<file path="src/rtl/adc_sdo_emu_pkg.sv">
package adc_sdo_emu_pkg;

  // Position of a frame within its output sequence
  typedef enum logic [2:0] {
    PH_LEAD = 3'd0,  // undriven opening clocks
    PH_NULL = 3'd1,  // single zero bit
    PH_MSB  = 3'd2,  // word, high bit first
    PH_LSB  = 3'd3,  // replay, low bit first
    PH_TAIL = 3'd4   // undriven after replay
  } phase_e;

  // Map a falling-edge count to its phase
  function automatic phase_e phase_of(input int n, input int lead, input int width);
    if (n <= lead)                    return PH_LEAD;
    else if (n == lead + 1)           return PH_NULL;
    else if (n <= lead + 1 + width)   return PH_MSB;
    else if (n <= lead + 2 * width)   return PH_LSB;
    else                              return PH_TAIL;
  endfunction

endpackage

</file>
<file path="src/rtl/adc_sdo_sync_edge.sv">
// Synchronizes one pin into the clk domain and flags its falling edge.
module adc_sdo_sync_edge #(
  parameter int  STAGES    = 2,
  parameter logic RESET_VAL = 1'b0
) (
  input  logic clk,
  input  logic rst,
  input  logic pin,
  output logic level,
  output logic fall
);

  logic synced;
  logic level_q;

  generate
    if (STAGES == 0) begin : g_direct
      assign synced = pin;
    end else begin : g_chain
      logic [STAGES-1:0] chain_q;
      always_ff @(posedge clk) begin
        if (rst) chain_q <= {STAGES{RESET_VAL}};
        else     chain_q <= {chain_q[STAGES-2:0], pin};
      end
      assign synced = chain_q[STAGES-1];
    end
  endgenerate

  always_ff @(posedge clk) begin
    if (rst) level_q <= RESET_VAL;
    else     level_q <= synced;
  end

  assign level = synced;
  assign fall  = level_q & ~synced;

endmodule

</file>
<file path="src/rtl/adc_sdo_frame_ctl.sv">
// Counts serial clock falls within a frame and holds the captured word.
module adc_sdo_frame_ctl #(
  parameter int DATA_W  = 12,
  parameter int CNT_MAX = 26,
  parameter int CNT_W   = 5
) (
  input  logic              clk,
  input  logic              rst,
  input  logic              cs_level,
  input  logic              cs_fall,
  input  logic              sclk_fall,
  input  logic [DATA_W-1:0] sample_in,
  output logic [CNT_W-1:0]  fall_cnt,
  output logic [DATA_W-1:0] held
);

  localparam logic [CNT_W-1:0] LIMIT = CNT_W'(CNT_MAX);

  always_ff @(posedge clk) begin
    if (rst) begin
      fall_cnt <= '0;
      held     <= '0;
    end else if (cs_level) begin
      fall_cnt <= '0;
    end else if (cs_fall) begin
      fall_cnt <= '0;
      held     <= sample_in;
    end else if (sclk_fall && fall_cnt != LIMIT) begin
      fall_cnt <= fall_cnt + 1'b1;
    end
  end

endmodule

</file>
<file path="src/rtl/adc_sdo_out_stage.sv">
// Decodes the frame position into registered data and enable pins.
module adc_sdo_out_stage
  import adc_sdo_emu_pkg::*;
#(
  parameter int DATA_W     = 12,
  parameter int LEAD_FALLS = 1,
  parameter int CNT_W      = 5
) (
  input  logic              clk,
  input  logic              rst,
  input  logic [CNT_W-1:0]  fall_cnt,
  input  logic [DATA_W-1:0] held,
  output logic              sdo,
  output logic              sdo_oe
);

  localparam int IDX_W = (DATA_W > 1) ? $clog2(DATA_W) : 1;

  phase_e           phase;
  logic [IDX_W-1:0] bit_idx;
  logic             nxt_d;
  logic             nxt_oe;
  int               n;

  always_comb begin
    n       = int'(fall_cnt);
    phase   = phase_of(n, LEAD_FALLS, DATA_W);
    bit_idx = '0;
    nxt_d   = 1'b0;
    nxt_oe  = 1'b0;
    case (phase)
      PH_NULL: nxt_oe = 1'b1;
      PH_MSB: begin
        bit_idx = IDX_W'(DATA_W - 1 - (n - LEAD_FALLS - 2));
        nxt_d   = held[bit_idx];
        nxt_oe  = 1'b1;
      end
      PH_LSB: begin
        bit_idx = IDX_W'(n - LEAD_FALLS - 1 - DATA_W);
        nxt_d   = held[bit_idx];
        nxt_oe  = 1'b1;
      end
      default: begin
        nxt_d  = 1'b0;
        nxt_oe = 1'b0;
      end
    endcase
  end

  always_ff @(posedge clk) begin
    if (rst) begin
      sdo    <= 1'b0;
      sdo_oe <= 1'b0;
    end else begin
      sdo    <= nxt_d;
      sdo_oe <= nxt_oe;
    end
  end

endmodule

</file>
<file path="src/rtl/adc_sdo_emu.sv">
module adc_sdo_emu #(
  parameter int DATA_W      = 12,
  parameter int LEAD_FALLS  = 1,
  parameter int SYNC_STAGES = 2
) (
  input  logic              clk,
  input  logic              rst,
  input  logic              cs_n,
  input  logic              sclk,
  input  logic [DATA_W-1:0] sample_in,
  output logic              sdo,
  output logic              sdo_oe
);

  localparam int CNT_MAX = LEAD_FALLS + 2 * DATA_W + 1;
  localparam int CNT_W   = $clog2(CNT_MAX + 1);

  logic              cs_level;
  logic              cs_fall;
  logic              sclk_level;
  logic              sclk_fall;
  logic [CNT_W-1:0]  fall_cnt;
  logic [DATA_W-1:0] held;

  adc_sdo_sync_edge #(.STAGES(SYNC_STAGES), .RESET_VAL(1'b1)) u_cs_sync (
    .clk(clk), .rst(rst), .pin(cs_n), .level(cs_level), .fall(cs_fall)
  );

  adc_sdo_sync_edge #(.STAGES(SYNC_STAGES), .RESET_VAL(1'b0)) u_sclk_sync (
    .clk(clk), .rst(rst), .pin(sclk), .level(sclk_level), .fall(sclk_fall)
  );

  adc_sdo_frame_ctl #(.DATA_W(DATA_W), .CNT_MAX(CNT_MAX), .CNT_W(CNT_W)) u_frame (
    .clk(clk), .rst(rst),
    .cs_level(cs_level), .cs_fall(cs_fall),
    .sclk_fall(sclk_fall & ~sclk_level),
    .sample_in(sample_in),
    .fall_cnt(fall_cnt), .held(held)
  );

  adc_sdo_out_stage #(.DATA_W(DATA_W), .LEAD_FALLS(LEAD_FALLS), .CNT_W(CNT_W)) u_out (
    .clk(clk), .rst(rst), .fall_cnt(fall_cnt), .held(held),
    .sdo(sdo), .sdo_oe(sdo_oe)
  );

endmodule

</file>
<file path="config.mk">
export PLATFORM = sky130hd
export DESIGN_NAME = adc_sdo_emu
export DESIGN_NICKNAME = d
export VERILOG_FILES = /design/src/rtl/adc_sdo_emu_pkg.sv /design/src/rtl/adc_sdo_sync_edge.sv /design/src/rtl/adc_sdo_frame_ctl.sv /design/src/rtl/adc_sdo_out_stage.sv /design/src/rtl/adc_sdo_emu.sv
export SDC_FILE = /design/constraint.sdc
export NUM_CORES = 1
export LEC_CHECK = 0
export ABC_AREA = 1
export BUFFER_PORTS_ARGS = -buffer_cell sky130_fd_sc_hd__buf_2
export CORE_ASPECT_RATIO = 1.2
export CORE_UTILIZATION = 62
export DETAILED_ROUTE_END_ITERATION = 10
export PLACE_DENSITY_LB_ADDON = 0.25
export SLEW_MARGIN = 20
export SYNTH_ARGS = -nofsm -noshare
export SYNTH_HDL_FRONTEND = slang
export SYNTH_HIERARCHICAL = 1
export SYNTH_SLANG_ARGS = --single-unit
export TNS_END_PERCENT = 100
</file>
<file path="constraint.sdc">
create_clock -name clk -period 4.27 [get_ports clk]
set_input_delay 0.6405 -clock clk [delete_from_list [all_inputs] [get_ports clk]]
set_output_delay 0.6405 -clock clk [all_outputs]
set_load 0.1 [all_outputs]
</file>
Word-level counts from Yosys, hierarchy flattened --
Index checks and enable logic that the tools add are counted.
Storage, ports and cells: bits in registers 25, latch bits 0, bits in writable memories 0, memory bits (read-only) 0, bits of input ports 16, output and inout bits 2, logic and storage cells 43, memories 0
Operators by class: add/subtract/negate cells 6, multipliers 0, divide/modulo/power cells 0, order comparisons 5, equality and inequality tests 5, shift operators 0, muxes and demuxes 10, bitwise logic cells 5, reduce and logical (&&, ||, !) cells 4
Operator list (number):
- 3-bit two-way mux | 4
- 4-bit by 5-bit less-than comparator with 1-bit output (second input constant) | 2
- 1-bit binary-select mux with 4-bit select | 2
- 4-bit by 3-bit subtractor with 4-bit output (second input constant) | 2
- 3-bit by 2-bit equality test with 1-bit output (second input constant) | 2
- 3-bit OR reduction | 2
- 5-bit by 1-bit adder with 5-bit output (second input constant) | 1
- 5-bit by 3-bit equality test with 1-bit output (second input constant) | 1
- 5-bit by 1-bit <= comparator with 1-bit output (second input constant) | 1
- 5-bit by 4-bit <= comparator with 1-bit output (second input constant) | 1
- 5-bit <= comparator (second input constant) | 1
- 5-bit != test (second input constant) | 1
- 4-bit by 1-bit subtractor with 4-bit output (second input constant) | 1
- 4-bit by 2-bit subtractor with 4-bit output (second input constant) | 1
- 4-bit subtractor (first input constant) | 1
- 1-bit bitwise AND | 3
- 3-bit by 1-bit equality test with 1-bit output (second input constant) | 1
- 1-bit two-way mux | 3
- 1-bit inverter | 2
- 1-bit case mux with 2 select lines | 1
- 2-bit AND reduction | 1
- 1-bit logical AND | 1

Depth between registers and ports, before layout --
Gate-level depths: netlist of run 1.
word-level depth 8, depth in mapped cells 15, mapped depth without buffers 14

Cells and area by module --
The synthesis of run 1 kept the hierarchy.
By module, submodules not included:
- adc_sdo_frame_ctl | instances 1, cells each 95, area an instance 803.3 um2, sequential area each 340.3 um2
- adc_sdo_out_stage | instances 1, cells each 117, area an instance 620.6 um2, sequential area each 40.0 um2
- adc_sdo_sync_edge (u_cs_sync) | instances 1, cells each 12, area an instance 93.8 um2, sequential area each 60.1 um2
- adc_sdo_sync_edge (u_sclk_sync) | instances 1, cells each 11, area an instance 92.6 um2, sequential area each 60.1 um2
- adc_sdo_emu | instances 1, cells each 2, area an instance 10.0 um2, sequential area each 0.0 um2

Worst setup path after synthesis of run 1 --
No wires, ideal clock.
path type register to register, from register u_frame.fall_cnt[0], to register u_out.sdo, library setup time 111 ps, arrival time 1901 ps, data required time 4159 ps, setup slack 2258 ps, cell stages (with the launch flop) 15, path buffers 1, clock period less this slack 2012 ps, cell sequence dfxtp_1 inv_2 buf_6 ha_1 inv_1 ha_1 inv_1 nand2_1 nand3_1 nand2_1 nand2_1 nand2_1 nor2_1 nor2_1 nor2_1
On the way: word-level cells in the longest chain between the ends 7, elaborated cells on any way between the ends 20, classes of those cells 5 x add/sub; 3 x order compare; 3 x eq/ne; 9 x mux
Ends and longest elaborated chain:
- from (decl) | line adc_sdo_frame_ctl.sv:13 | output logic [CNT_W-1:0] fall_cnt,
- from (signal assigned) | line adc_sdo_frame_ctl.sv:29 | fall_cnt <= fall_cnt + 1'b1;
- branches (longest 6 deep; another with 4-bit by 1-bit subtractor with 4-bit output)
- 1-bit case mux with 2 select lines (*) | line adc_sdo_out_stage.sv:31 | case (phase)
- to (signal assigned) | line adc_sdo_out_stage.sv:55 | sdo <= nxt_d;
- to (decl) | line adc_sdo_out_stage.sv:13 | output logic sdo,
Every way passes the cells marked *. The select of a mux whose other input is x is not followed. A chain may end at the register's enable or synchronous reset.

Worst setup path after layout of run 1 --
Ends and elaborated chain as after synthesis.

==> reports/results.tsv, run 1 <==
stage	metric	value	unit
clock_tree	htreeDepth	1	
sta	finalClockSkew	6.890	ps
floorplan	die_h	58	um
power	peakVddDrop	182.7	uV
clock_tree	cts-resized-gates	0	
worst_setup_path	regToRegSetupSlack	1790	ps
finish	stdcell_area	0.001719	mm2
clock_tree	cts_hold_buffers	0	
sta	timing.final.hold_violations	0	
sta	maxSlewViolCount	0	
global_route	grt_antenna_before_repair	0	
routing	drt_pass1_iterations	4	
worst_setup_path	r2r_end	u_out/sdo	
worst_setup_path	crit_arrival	2720	ps
logic_synthesis	synth-compound-area-share	8.494	%
power	internal_power	281.9	uW
clock_tree	clock_sinks	25	
power	pwr-share-clk	29.5	%
global_route	grt_pass1_vias	1214	
hold_path	holdPathStages	2	
floorplan	ios	18	
global_route	grt_start_max_net_pins	21	
worst_setup_path	r2r-start	u_frame/fall_cnt[0]	
power	swShare	24.35	%
clock_tree	clockBufferDepth	2	
clock_tree	numCtsBuffers	3	
routing	totalWireLength	2.778	mm
power	power_frac_comb	6.4	%
place	io_buffers	17	
logic_synthesis	synthAdderAreaFrac	8.494	%
finish	ff_latch_area	500.5	um2
floorplan	fp-row-count	19	
clock_tree	clk_pin_slew	140	ps
worst_setup_path	crit_type	reg -> reg	
sta	worstMarginPinSlew	595.6	ps
logic_synthesis	ys_warn_count	6	
routing	drtIter0Drc	30	
sta	fin_setup_tns	0	ps
floorplan	die_area	0.002823	mm2
routing	ant_nets	0	
place	place_area	0.001689	mm2
logic_synthesis	synth_top_family_by_area	simple AND/OR/NAND/NOR gates	
logic_synthesis	syn_avg_cell_area	6.837	um2
place	preCtsSetupSlack	1808	ps
finish	n_antenna_cell	0	
sta	fin_crit	2478	ps
finish	syn2layout_area_growth	6.100	%
floorplan	coreArea	0.002377	mm2
logic_synthesis	synthDistinctLibCells	25	
routing	vias_per_cell	4.898	
finish	fin_nets	281	
logic_synthesis	synth_xor_area_share	0.5405	%
flow_run	drv_cap	0	
routing	route.vias.total	1391	
clock_tree	cts_tree	done	
hold_path	hold_end	u_cs_sync/g_chain.chain_q[1]	
logic_synthesis	syn-cell-area	0.001620	mm2
sta	rsz0062_at_grt	false	
power	p_sw	90.76	uW
logic_synthesis	syn_inst	237	
sta	max_slew_margin	60.24	%
floorplan	die_w	48.67	um
worst_setup_path	endpoint_kind	flop	
global_route	grtUsageTotal	22.04	%
sta	finalSetupViolCount	0	
clock_tree	cts_setup_buffers	0	
hold_path	hold_class	reg -> reg	
hold_path	hold_start	u_cs_sync/g_chain.chain_q[0]	
routing	wl_per_cell	9.782	um
routing	drc_errors	0	
sta	setup_ws	1792	ps
logic_synthesis	muxShareOfSynthArea	0	%
power	power_frac_seq	64.1	%
worst_setup_path	rr_worst_depth	14	
global_route	grt.overflow.total	0	
worst_setup_path	startpoint_type	flop	
worst_setup_path	crit_required	4510	ps
floorplan	start_util	68.16	%
power	power.density	216.8	mW/mm2
worst_setup_path	path_max_fanout	20	
logic_synthesis	yosysSeqAreaShare	30.89	%
logic_synthesis	syn-num-nets	264	
clock_tree	clockRootBuffer	clkbuf_4	
place	routabilityCongestion	0.7921	
sta	period_share	58.04	%
power	p_leak	0.0007679	uW
global_route	grt_pass1_wl	4.850	mm
finish	nFillCells	203	
logic_synthesis	yosys.area_share.simple	39.15	%
logic_synthesis	ys_ff_latch	25	
place	place_hpwl	2.176	mm
run_status	status	finished, final reports clean	
clock_tree	clk_latency	330	ps
sta	max_freq	403.5	MHz
finish	layout-drive-gt1-share	26.09	%
finish	multi_input_area	918.4	um2
through the flow:
stage,std cells,total power [uW],utilization [%],hold slack [ps]
CTS,284,375.6,72.32,423.3
global placement,280,267.0,71.05,388.4
finish,284,372.7,72.32,422.2
floorplan,237,257.4,-,379.5
global route,284,386.9,72.32,458.7
detailed placement,280,267.8,71.05,389.2
cells by family after synthesis:
logic type	Yosys count
AND/OR/NAND/NOR	137
buffers and inverters	44
flip-flops	25
AO/OA/AOI/OAI	19
adder cells (fa/ha/maj)	11
XOR/XNOR	1
layout make-up:
cell class | instances | share of cell area, %
inverters | 39 | 8.515
multi-input cells | 168 | 53.42
repair buffers | 17 | 4.949
clock buffers | 3 | 1.310
clock inverters | 1 | 0.4367
well taps | 31 | 2.256
flip-flops and latches | 25 | 29.11
flip-flops by register name, indices dropped and copies added (netlist names):
signal	flops
u_frame/held	12
u_out/sdo_oe	1
u_frame/fall_cnt	5
u_sclk_sync/level_q	1
u_cs_sync/g_chain.chain_q	2
u_cs_sync/level_q	1
u_sclk_sync/g_chain.chain_q	2
u_out/sdo	1
cell usage after synthesis:
library cell / n / share of area [%]
xor2_1: 1 / 0.54
nor3_1: 1 / 0.31
o21ai_0: 3 / 0.93
nand4_1: 1 / 0.39
o21ai_1: 1 / 0.31
ha_1: 11 / 8.5
a21o_1: 1 / 0.46
nand2_2: 23 / 8.9
inv_1: 34 / 7.9
inv_2: 5 / 1.2
buf_12: 1 / 1.2
nand2_4: 2 / 1.4
a21oi_2: 10 / 5.4
nor2_1: 24 / 5.6
a211oi_1: 1 / 0.46
nor3_2: 2 / 1.2
buf_2: 1 / 0.31
nand2_1: 66 / 15
nor2_2: 2 / 0.77
nand3_1: 15 / 4.6
a21oi_1: 3 / 0.93
nor2_4: 1 / 0.69
dfxtp_1: 25 / 31
buf_6: 2 / 1.4
buf_4: 1 / 0.46
power groups by stage:
stage / registers, uW / clock network [uW] / logic [uW]
final: 239 / 110 / 23.9
after detailed placement: 244 / 0 / 24.0
after global routing: 239 / 121 / 26.9
after floorplan: 244 / 0 / 13.9
after CTS: 239 / 113 / 24.1
after global placement: 244 / 0 / 23.3
worst max-delay path, cell delays in order, from the launching register on:
cell,delay [ps]
dfxtp_1,730
inv_2,250
ha_1,460
inv_1,180
ha_1,230
inv_1,50
nand2_1,60
inv_1,50
nand2_1,40
nand2_1,70
nand2_1,50
nand2_1,50
nor2_1,40
nor2_1,80
nor2_1,40
layer usage:
metal,vias to the layer above,track usage (%),share of wire (%)
met5,-,0,0
met4,0,8.403,1.4
met3,5,3.412,3.8
met2,30,43.85,52
met1,610,22.93,43
li1,746,-,-
cells in the final DEF, fill, tap and decap left out:
cell type	count
nand2_1	66
inv_1	34
dfxtp_1	25
nor2_1	24
nand2_2	23
buf_2	17
nand3_1	15
ha_1	11
a21oi_2	10
inv_2	5
clkbuf_4	3
a21oi_1	3
o21ai_0	3
nor2_2	2
nor3_2	2
nand2_4	2
clkinvlp_4	1
nor2_4	1
nand4_1	1
nor3_1	1
xor2_1	1
a21o_1	1
a211oi_1	1
o21ai_1	1
worst max path at each step:
stage	startpoint	end	cells after the start	slack, ps
floorplan	u_frame/fall_cnt[0]	u_out/sdo	14	2260
global placement	u_frame/fall_cnt[0]	u_out/sdo	13	1890
detailed placement	u_frame/fall_cnt[0]	u_out/sdo	14	1810
CTS	u_frame/fall_cnt[0]	u_out/sdo	14	1790
global route	u_frame/fall_cnt[0]	u_out/sdo	13	1530
finish	u_frame/fall_cnt[0]	u_out/sdo	14	1790
Power figures use the tool's default switching activity.
==> run 2, diff against run 1 <==
--- a/config.mk
+++ b/config.mk
@@ -5,10 +5,10 @@
 export SDC_FILE = /design/constraint.sdc
 export NUM_CORES = 1
 export LEC_CHECK = 0
-export ABC_AREA = 1
+export ABC_AREA = 0
 export BUFFER_PORTS_ARGS = -buffer_cell sky130_fd_sc_hd__buf_2
 export CORE_ASPECT_RATIO = 1.2
-export CORE_UTILIZATION = 62
+export CORE_UTILIZATION = 56
 export DETAILED_ROUTE_END_ITERATION = 10
 export PLACE_DENSITY_LB_ADDON = 0.25
 export SLEW_MARGIN = 20
==> constraint.sdc (replaced) <==
create_clock -name clk -period 2.5 [get_ports clk]
set_input_delay 0.375 -clock clk [delete_from_list [all_inputs] [get_ports clk]]
set_output_delay 0.375 -clock clk [all_outputs]
set_load 0.1 [all_outputs]
==> run 2 against run 1 <==
Net effect: count of clock-buffer cells in the layout unchanged; global-route usage decreased by 0.91 points; largest power group unchanged; critical endpoint unchanged; worst hold slack got worse by 200 ps; critical path type unchanged; fmax increased by 4.7%; highest routed layer unchanged; sequential power increased by 70%.
==> reports/results.tsv, run 2 <==
stage	metric	value	unit	change
worst_setup_path	crit_required	2750	ps	-1760 ps
global_route	grt.overflow.total	0		unchanged
finish	syn2layout_area_growth	9.243	%	
place	io_buffers	17		unchanged
clock_tree	clock_sinks	25		unchanged
logic_synthesis	netlist_top_cells_area	dfxtp_1 35%, ha_1 9.7%, nand2_1 7.7%, a21oi_1 6.0%, mux4_1 5.5%		
finish	layout-drive-gt1-share	20.24	%	-5.8 points
sta	timing.final.hold_violations	0		unchanged
floorplan	coreArea	0.002354	mm2	-1.0%
sta	rsz0062_at_grt	false		
power	p_leak	0.0005924	uW	-23%
floorplan	die_h	57.19	um	-1.4%
worst_setup_path	endpoint_kind	flop		
worst_setup_path	crit_type	reg -> reg		
sta	finalSetupViolCount	0		unchanged
place	routabilityCongestion	0.8191		+3.4%
logic_synthesis	syn-cell-area	0.001421	mm2	-12%
global_route	grt_start_max_net_pins	24		+14%
logic_synthesis	syn_avg_cell_area	9.351	um2	+37%
sta	period_share	94.68	%	+37 points
clock_tree	cts_tree	done		
finish	reg.largest.list	u_frame/held x12, u_frame/fall_cnt x5		
floorplan	fp-row-count	19		unchanged
finish	layout_commonest_cell	nand2_1		
sta	max_slew_margin	49.71	%	-11 points
clock_tree	clk_latency	310	ps	-20 ps
clock_tree	clockBufferDepth	2		unchanged
logic_synthesis	synth_flop_cell	dfxtp_1		
routing	totalWireLength	2.472	mm	-11%
routing	ant_nets	0		unchanged
global_route	grtUsageTotal	21.13	%	-0.91 points
clock_tree	cts-resized-gates	0		unchanged
clock_tree	numCtsBuffers	3		unchanged
worst_setup_path	startpoint_type	flop		
finish	final_cell_mix	29 x nand2_1, 24 x dfxtp_1, 17 x buf_2, 17 x a21oi_1, 11 x ha_1		
routing	route.vias.total	1092		-21%
flow_run	drv_cap	0		unchanged
logic_synthesis	synthDistinctLibCells	40		+60%
routing	drt_pass1_iterations	4		unchanged
floorplan	die_area	0.002745	mm2	-2.8%
clock_tree	htreeDepth	1		unchanged
logic_synthesis	syn_inst	152		-36%
floorplan	start_util	60.39	%	-7.8 points
logic_synthesis	ys_ff_latch	25		unchanged
place	place_hpwl	1.864	mm	-14%
place	place_area	0.001524	mm2	-9.8%
logic_synthesis	ys_warn_count	6		unchanged
finish	fin_nets	196		-30%
logic_synthesis	yosysMostFrequentCell	nand2_1		
power	peakVddDrop	363.7	uV	+99%
routing	vias_per_cell	5.487		+12%
logic_synthesis	yosysTopAreaCellShare	35.21	%	+4.3 points
global_route	grt_pass1_vias	1025		-16%
hold_path	hold_class	in -> reg		
clock_tree	clockRootBuffer	clkbuf_4		
sta	setup_ws	132.9	ps	-1659 ps
sta	max_freq	422.5	MHz	+4.7%
sta	fin_crit	2367	ps	-111.3 ps
logic_synthesis	yosysSeqAreaShare	35.21	%	+4.3 points
logic_synthesis	synthArstFlopShare	0	%	unchanged
finish	largest-register	u_frame/held		
clock_tree	cts_setup_buffers	0		unchanged
logic_synthesis	synthTopCellsByCount	29 x nand2_1, 25 x dfxtp_1, 17 x a21oi_1, 11 x ha_1, 6 x nor2b_1		
logic_synthesis	syn-num-nets	179		-32%
clock_tree	clk_pin_slew	130	ps	about the same
sta	finalClockSkew	1.257	ps	-5.632 ps
routing	wl_per_cell	12.42	um	+27%
routing	drtIter0Drc	42		+40%
power	power.density	393.4	mW/mm2	+81%
clock_tree	cts_hold_buffers	0		unchanged
routing	drc_errors	0		unchanged
global_route	grt_pass1_wl	4.202	mm	-13%
finish	stdcell_area	0.001553	mm2	-9.7%
logic_synthesis	synth_edf_count	0		unchanged
worst_setup_path	crit_arrival	2620	ps	-100 ps
worst_setup_path	path_max_fanout	7		-65%
run_status	status	finished, final reports clean		
sta	fin_setup_tns	0	ps	unchanged
finish	largest_reg_flops	12		unchanged
floorplan	ios	18		unchanged
logic_synthesis	synth_top_area_cell	dfxtp_1		
global_route	grt_antenna_before_repair	0		unchanged
sta	maxSlewViolCount	0		unchanged
floorplan	die_w	47.99	um	-1.4%
sta	worstMarginPinSlew	752.7	ps	+157.1 ps
place	preCtsSetupSlack	109.7	ps	-1698 ps
finish	n_antenna_cell	0		unchanged
run 2: cell types whose count changed after synthesis, sizes merged, moves of 6 or more:
cell	change
nor2	-24
nand2	-62
mux4	+6
nor2b	+7
nand3	-15
inv	-34
run 2: worst paths after layout:
kind | slack, ps | to | cells after the start | start
hold / removal | 220 | u_cs_sync/g_chain.chain_q[0] | 2 | cs_n
setup / recovery | 130 | u_out/sdo | 9 | u_frame/fall_cnt[1]
hold reg to reg | 440 | u_cs_sync/g_chain.chain_q[1] | 1 | u_cs_sync/g_chain.chain_q[0]
setup reg to reg | 130 | u_out/sdo | 9 | u_frame/fall_cnt[1]
run 2: layer usage:
metal	part of all wire (%)	track usage [%]	up-vias
met5	0	0	-
met4	1.8	9.921	0
met3	2.4	2.215	4
met2	50	36.29	21
met1	46	25.00	501
li1	-	-	566
run 2: report_power, final:
group          switching [uW]  internal, uW  total, uW
Combinational            15.0          16.5       31.5
Sequential               2.87           404        407
Clock                     113          59.8        173
run 2: layout make-up:
type	count	area, um2
clock inverter	1	5.005
clock buffer	3	22.52
timing repair buffer	19	100.1
fill	197	800.8
inverter	5	18.77
tap	31	38.79
multi-input combinational	115	865.8
sequential	25	501.7
run 2: through the flow:
| stage | std cells | hold WS (ps) | utilization, % | power (uW) |
|---|---|---|---|---|
| 5_1_grt | 199 | 224.8 | 65.98 | 636.5 |
| 3_5_place_dp | 195 | 413.7 | 64.75 | 447.0 |
| 3_3_place_gp | 195 | 388.1 | 64.75 | 445.9 |
| 6_report | 199 | 225.0 | 65.98 | 610.9 |
| 2_1_floorplan | 152 | 385.4 | - | 431.2 |
| 4_1_cts | 199 | 214.8 | 65.92 | 620.1 |
run 2: cells by family after synthesis:
family / synth area share (%)
AO/OA/AOI/OAI: 13.20
AND/OR/NAND/NOR: 22.45
adder cells (fa/ha/maj): 9.683
flip-flops: 35.21
multiplexers: 12.50
buffers and inverters: 3.873
XOR/XNOR: 3.081
run 2: critical path, stage by stage (launching register included):
cell,delay (ps)
dfxtp_2,410
inv_1,110
ha_1,210
xor2_1,200
ha_1,260
or3b_1,360
a21oi_1,230
nor4_1,80
or3_1,380
o211ai_2,70
